==> config.mk <==
export PLATFORM = sky130hd
export DESIGN_NAME = alarm_irq_ctrl
export DESIGN_NICKNAME = d
export VERILOG_FILES = /design/src/rtl/alarm_irq_pkg.sv /design/src/rtl/irq_cal_wave.sv /design/src/rtl/irq_src_qual.sv /design/src/rtl/irq_sticky_flag.sv /design/src/rtl/alarm_irq_ctrl.sv
export SDC_FILE = /design/constraint.sdc
export NUM_CORES = 1
export LEC_CHECK = 0
export ABC_AREA = 1
export BUFFER_PORTS_ARGS = -buffer_cell sky130_fd_sc_hd__buf_2
export CORE_AREA = 8 8 45 47
export CTS_BUF_LIST = sky130_fd_sc_hd__clkbuf_8
export DETAILED_ROUTE_END_ITERATION = 8
export DIE_AREA = 0 0 53 55
export PLACE_DENSITY = 0.69
export RECOVER_POWER = 100
export REMOVE_ABC_BUFFERS = 1
export SLEW_MARGIN = 15
export SYNTH_ARGS = -nofsm -noshare
export SYNTH_HDL_FRONTEND = slang
export SYNTH_SLANG_ARGS = --single-unit
==> constraint.sdc <==
create_clock -name clk_i -period 1.2 [get_ports clk_i]
set_input_delay 0.06 -clock clk_i [delete_from_list [all_inputs] [get_ports clk_i]]
set_output_delay 0.06 -clock clk_i [all_outputs]
set_load 0.02 [all_outputs]
==> src/rtl/alarm_irq_pkg.sv <==
package alarm_irq_pkg;
  localparam int unsigned DEF_HALF_TICKS = 50;
  localparam int unsigned NUM_FLAGS = 2;
  localparam int unsigned FLG_ALARM = 0;
  localparam int unsigned FLG_TMR   = 1;

  typedef struct packed {
    logic clk_alarm;
    logic tmr_alarm;
    logic evt_alarm;
    logic tmr_ovf;
  } irq_src_t;

  typedef enum logic {
    MODE_EVENT = 1'b0,
    MODE_CLOCK = 1'b1
  } cnt_mode_e;
endpackage

==> src/rtl/irq_cal_wave.sv <==
module irq_cal_wave #(
  parameter int unsigned HALF_TICKS = 50
) (
  input  logic clk_i,
  input  logic rst_ni,
  input  logic tick_i,
  output logic wave_o
);
  localparam int unsigned CW = (HALF_TICKS > 2) ? $clog2(HALF_TICKS) : 1;
  localparam logic [CW-1:0] LAST = CW'(HALF_TICKS - 1);

  logic [CW-1:0] cnt_q;
  logic          wave_q;

  always_ff @(posedge clk_i or negedge rst_ni) begin
    if (!rst_ni) begin
      cnt_q  <= '0;
      wave_q <= 1'b1;
    end else if (tick_i) begin
      if (cnt_q == LAST) begin
        cnt_q  <= '0;
        wave_q <= ~wave_q;
      end else begin
        cnt_q <= cnt_q + 1'b1;
      end
    end
  end

  assign wave_o = wave_q;
endmodule

==> src/rtl/irq_src_qual.sv <==
module irq_src_qual
  import alarm_irq_pkg::*;
(
  input  irq_src_t  src_i,
  input  cnt_mode_e mode_i,
  input  logic      alarm_en_i,
  output logic      alarm_set_o,
  output logic      tmr_set_o
);
  logic mode_alarm;

  // clock mode listens to clock alarms, event mode to event alarms
  always_comb begin
    unique case (mode_i)
      MODE_CLOCK: mode_alarm = src_i.clk_alarm;
      default:    mode_alarm = src_i.evt_alarm;
    endcase
  end

  assign alarm_set_o = alarm_en_i & (mode_alarm | src_i.tmr_alarm);
  assign tmr_set_o   = src_i.tmr_ovf;
endmodule

==> src/rtl/irq_sticky_flag.sv <==
module irq_sticky_flag (
  input  logic clk_i,
  input  logic rst_ni,
  input  logic set_i,
  input  logic clr_i,
  output logic flag_o
);
  logic flag_q;

  // set beats clear so no event is dropped
  always_ff @(posedge clk_i or negedge rst_ni) begin
    if (!rst_ni)    flag_q <= 1'b0;
    else if (set_i) flag_q <= 1'b1;
    else if (clr_i) flag_q <= 1'b0;
  end

  assign flag_o = flag_q;
endmodule

==> src/rtl/alarm_irq_ctrl.sv <==
module alarm_irq_ctrl
  import alarm_irq_pkg::*;
#(
  parameter int unsigned HALF_TICKS = DEF_HALF_TICKS
) (
  input  logic clk_i,
  input  logic rst_ni,
  input  logic tick_100hz_i,
  input  logic clock_mode_i,
  input  logic alarm_en_i,
  input  logic clk_alarm_i,
  input  logic tmr_alarm_i,
  input  logic evt_alarm_i,
  input  logic tmr_ovf_i,
  input  logic alarm_irq_en_i,
  input  logic tmr_irq_en_i,
  input  logic alarm_clr_i,
  input  logic tmr_clr_i,
  output logic alarm_flag_o,
  output logic tmr_flag_o,
  output logic int_no
);
  irq_src_t             src;
  cnt_mode_e            mode;
  logic [NUM_FLAGS-1:0] set_v, clr_v, flag_v, ien_v;
  logic                 wave, cal_sel, req;

  assign src  = '{clk_alarm: clk_alarm_i, tmr_alarm: tmr_alarm_i,
                  evt_alarm: evt_alarm_i, tmr_ovf: tmr_ovf_i};
  assign mode = cnt_mode_e'(clock_mode_i);

  irq_src_qual u_qual (
    .src_i       (src),
    .mode_i      (mode),
    .alarm_en_i  (alarm_en_i),
    .alarm_set_o (set_v[FLG_ALARM]),
    .tmr_set_o   (set_v[FLG_TMR])
  );

  assign clr_v[FLG_ALARM] = alarm_clr_i;
  assign clr_v[FLG_TMR]   = tmr_clr_i;
  assign ien_v[FLG_ALARM] = alarm_irq_en_i;
  assign ien_v[FLG_TMR]   = tmr_irq_en_i;

  for (genvar g = 0; g < NUM_FLAGS; g++) begin : g_flag
    irq_sticky_flag u_flag (
      .clk_i  (clk_i),
      .rst_ni (rst_ni),
      .set_i  (set_v[g]),
      .clr_i  (clr_v[g]),
      .flag_o (flag_v[g])
    );
  end

  irq_cal_wave #(.HALF_TICKS(HALF_TICKS)) u_wave (
    .clk_i  (clk_i),
    .rst_ni (rst_ni),
    .tick_i (tick_100hz_i),
    .wave_o (wave)
  );

  assign cal_sel = (mode == MODE_CLOCK) & ~alarm_en_i;
  assign req     = |(flag_v & ien_v);

  assign int_no       = cal_sel ? wave : ~req;
  assign alarm_flag_o = flag_v[FLG_ALARM];
  assign tmr_flag_o   = flag_v[FLG_TMR];
endmodule

# Yosys cells after proc, flatten, opt, wreduce, memory -nomap -nowiden
# Cells that the tools add are included.
word_totals:
  in_bits: 13
  register_bits: 9
  output_inout_bits: 3
op_classes:
  add_sub_neg: 1
  bitwise: 7
  eq_ne: 1
  muxes: 7
  reduce_logical: 4
ops:
  columns: ["operator", "count"]
  rows:
  - ["6-bit by 1-bit adder with 6-bit output, second input constant", 1]
  - ["6-bit equality test, second input constant", 1]
  - ["1-bit two-way mux", 6]
  - ["6-bit two-way mux", 1]
  - ["2-bit nonzero test", 2]
  - ["1-bit inverter", 3]
  - ["1-bit bitwise AND", 2]
  - ["2-bit bitwise AND", 1]
  - ["2-bit AND reduction", 1]
  - ["2-bit OR reduction", 1]
  - ["1-bit OR", 1]

# Depth between registers and ports, before layout
logic_depth:
  ltp_word: 4
  ltp_mapped: 7
  ltp_nobuf: 7

# Cells and area by module
# Synthesis repeated with hierarchy kept, for this count alone.
hier_totals:
  cells_unflattened: 75
  area_unflattened_um2: 525.5
modules_own_cells:
  columns: ["module", "instances", "cells_each", "area_per_inst_um2", "seq_area_each_um2"]
  rows:
  - ["irq_cal_wave", 1, 49, 379.1, 176.4]
  - ["irq_sticky_flag", 2, 5, 40.0, 25.0]
  - ["irq_src_qual", 1, 9, 37.5, 0.0]
  - ["alarm_irq_ctrl", 1, 7, 28.8, 0.0]

# Worst setup path before layout
# OpenSTA, ideal clock, no wires.
synth_path:
  path_kind: "register to output"
  start: "register u_wave.wave_q, in the netlist u_wave.wave_o"
  end: "output int_no"
  required_ps: 1140
  t_arrival_ps: 1037
  path_slack_ps: 103
  path_stages_with_launch: 3
  path_cell_list: "dfstp_2 > inv_1 > o21ai_0"
synth_via:
  elab_chain_len: 1
synth_rtl:
  columns: ["element", "line", "rtl"]
  rows:
  - ["from (decl)", "irq_cal_wave.sv:13", "logic wave_q;"]
  - ["from (signal assigned)", "irq_cal_wave.sv:22", "wave_q <= ~wave_q;"]
  - ["1-bit two-way mux", "alarm_irq_ctrl.sv:65", "assign int_no = cal_sel ? wave : ~req;"]
  - ["to (decl)", "alarm_irq_ctrl.sv:21", "output logic int_no"]
# No other way between the ends.

# Worst setup path in the final report
# Same ends and word-level chain as after synthesis.

==> key figures <==
Drt
  – Met2 wire len: around 570 µm
  – DRT iter0 DRCs: 7
  – Post-detailed-route count of antenna-violating nets: 0
  – Highest metal used: met4
  – Routed wl met3: about 45 µm
  – Pre-Repair DR Iteration Count: 4
  – Vias per inst: 4.51
  – Met1 WL: 435 µm
  – Final WL: about 1100 µm
  – DR WL/cell: 10.4 µm
  – Number of remaining DRC errors: 0
  – Vias: approximately 470

Placed design
  – Port buffer count: 15
  – GP Congestion: around 0.79
  – Dpl hpwl: 906 µm
  – Placed cell area: around 610 µm²

Global route
  – Global-route wire length before repair: 1920 µm
  – Vias in the first global route: 476
  – GRT Overall Usage: 0.0910
  – Maximum number of pins on one net before global-route repair: 10
  – Grt ovf: 0
  – Antenna violations before repair: 0

Hold path
  – Hold Startpoint: tmr_clr_i
  – Hold path depth: 2
  – HP Class: in2reg
  – End of the worst hold path: g_flag[1].u_flag.flag_o

Clock tree
  – Clock slew at reported path FFs: approximately 0.040 ns
  – CTS tree: yes
  – Root buf cell: clkbuf_8
  – Num CTS Buffers: 3
  – Clk sinks: 9
  – Clk_lat worst skew: ~0.23 ns
  – CTS H-tree lvls: 1
  – Clock buffer depth: 2

Die
  – Die ar.: ~3000 µm²
  – Die Span Y: ~55 µm
  – Die W: roughly 53 µm
  – Top Ports: 16
  – Core area: about 1400 µm²
  – Cell row count: 14
  – Starting Density: 0.370

Timing
  – RSZ-0062 raised after global routing: true
  – Worst clock skew: just over 0.004 ns
  – TNS Setup: 0 ns
  – Slew of the pin with the lowest slew margin: around 0.47 ns
  – Relative slew slack: 0.688
  – Setup-failing EPs final: 0
  – Final Hold Fails: 0
  – Crit share post-route: 0.970
  – Post-layout min period: between 1 and 1.5 ns
  – Worst hold slack: between 0.008 and 0.009 ns
  – Slew Viols, Final: 0
  – Fmax: around 860 MHz

Final layout
  – Number of fill cells: 140
  – Share of layout cells above drive strength 1: 0.270
  – N_diodes: 0
  – Util after Layout: 0.481
  – Nets: between 100 and 150
  – Fin area: about 670 µm²
  – Layout Area Growth over Synthesis: 30.1%

Power and ir drop
  – Maximum vdd drop: around 0.9 mV
  – Post-route total power: between 0.001 and 0.0015 W
  – Sw power: 0.000435 W
  – Cell Int Power: 0.000776 W
  – Switching Share: 0.359
  – Comb pwr share: 0.294
  – Pwr/cell area: between 1500 and 2000 nW/µm²
  – Clock network power share: 0.278
  – Leakage Power: between 0.3 and 0.4 nW
  – Sequential power share: 0.428

Synthesis
  – Synth Area in Adders: 0.0489
  – Mapped Cells: 69
  – Post-synthesis register bit count: 9
  – Mux cell area share after synthesis: 0
  – Synth Area in XOR/XNOR: 0
  – Compound-Gate Fraction of Synth Area: 0.0733
  – Mapped Avg Cell Area: between 7 and 8 µm²
  – Synth Cell Area: around 500 µm²
  – Main combinational cell family by area after synthesis: simple AND/OR/NAND/NOR gates
  – Unique masters post-synth: 17
  – Sequential area share after synthesis: 0.443
  – Synthesis warning total: 0
  – Simple logic cell fraction of the synthesized area: 0.340

Worst setup path
  – RR Endpoint: u_wave.cnt_q[1]
  – Crit Path Category: reg2out
  – Startpoint types: flip-flop
  – Worst EP arrival: 1.10 ns
  – CP endpoint kind: output pin
  – Worst path required time: around 1.1 ns
  – FF-to-FF Start: u_wave.cnt_q[1]
  – FF-to-FF setup slack: 0.10 ns
  – Worst-path maximum fanout: 2
  – R2r worst-path depth: 7

Run
  – Max-cap viol count: 0

Outcome
  – Outcome: completed
-- state kept, by name, indices dropped and copies added (netlist names) --
| signal | count |
|---|---|
| u_wave.cnt_q | 6 |
| u_wave.wave_o | 1 |
| g_flag.u_flag.flag_o | 2 |
-- cell families (layout without fill, tap and decap cells) --
logic type               after synthesis  count (layout)
AO/OA/AOI/OAI                          7               7
adder cells (fa/ha/maj)                2               2
buffers and inverters                 13              33
flip-flops                             9               9
AND/OR/NAND/NOR                       38              38
-- critical path, stage by stage, from the launching register on --
cell and delay (ns):
dfstp_2 0.53, inv_1 0.06, o21ai_1 0.13, buf_4 0.16
-- layer usage --
layer	up-vias	track usage
li1	253	-
met1	207	0.0872
met2	9	0.164
met3	5	0.0348
met4	0	0.0517
met5	-	0
-- synth_stat cells --
master    instances  area share
nor2_1            6       0.044
nand3_1           6       0.059
inv_2             1      0.0073
o21ai_0           4       0.039
nor2_4            1       0.022
nand3b_1          1       0.015
a21oi_1           2       0.020
ha_1              2       0.049
o21bai_1          1       0.015
nand4_1           1       0.012
dfrtp_1           8        0.39
inv_1            12       0.088
nand2_2           1       0.012
dfstp_2           1       0.051
nand2_1          19        0.14
nor2_2            2       0.024
or2_2             1       0.012
-- layout make-up --
cell class                      count  area, µm²  area share
Timing Repair Buffer               16       83.8       0.126
Clock buffer                        3       41.3      0.0620
Inverter                           13       48.8      0.0733
Multi-Input combinational cell     47        241       0.363
Clock inverter                      1       3.75     0.00564
Sequential cell                     9        226       0.340
Tap cell                           16       20.0      0.0301
-- per-stage QoR --
step | std cells | setup slack [ns]
after global routing | 105 | -0.0111
after global placement | 100 | 0.0808
after floorplan | 69 | 0.103
final | 105 | 0.0364
after detailed placement | 100 | 0.0260
after CTS | 105 | 0.0219
-- placed cells by master, fill, tap and decap left out, drive strengths merged --
master,synthesis,final
o21ai,4,4
nor2,9,9
a21oi,2,2
nand2,20,20
dfstp,1,1
dfrtp,8,8
o21bai,1,1
inv,13,14
dlygate4sd3,0,1
nand4,1,1
nand3,6,6
ha,2,2
buf,0,12
nand3b,1,1
or2,1,1
clkbuf,0,6
-- how the worst max path moves through the flow --
stage	from	endpoint	slack, ns	cells past startpoint
detailed placement	u_wave.cnt_q[1]	u_wave.cnt_q[5]	0.03	7
global route	u_wave.wave_o	int_no	-0.01	3
CTS	u_wave.cnt_q[1]	u_wave.cnt_q[5]	0.02	7
finish	u_wave.wave_o	int_no	0.04	3
global placement	u_wave.cnt_q[1]	u_wave.cnt_q[5]	0.08	7
floorplan	u_wave.wave_o	int_no	0.10	2
-- power by group through the flow --
stage                     logic [W]  clock network (W)  registers, W
after floorplan            0.000259                  0      0.000493
after global placement     0.000331                  0      0.000512
after detailed placement   0.000349                  0      0.000516
after CTS                  0.000355           0.000347      0.000512
after global routing       0.000416           0.000369      0.000533
final                      0.000357           0.000336      0.000518
-- timing repair --
item	in CTS	in global routing
setup endpoints to repair	1	6
pin swaps	0	2
hold endpoints to repair	9	0
hold buffers	1	0
cloned	0	0
buffers inserted	0	0
resized for setup	1	4
Note: power is estimated with default switching activity, not from simulation.
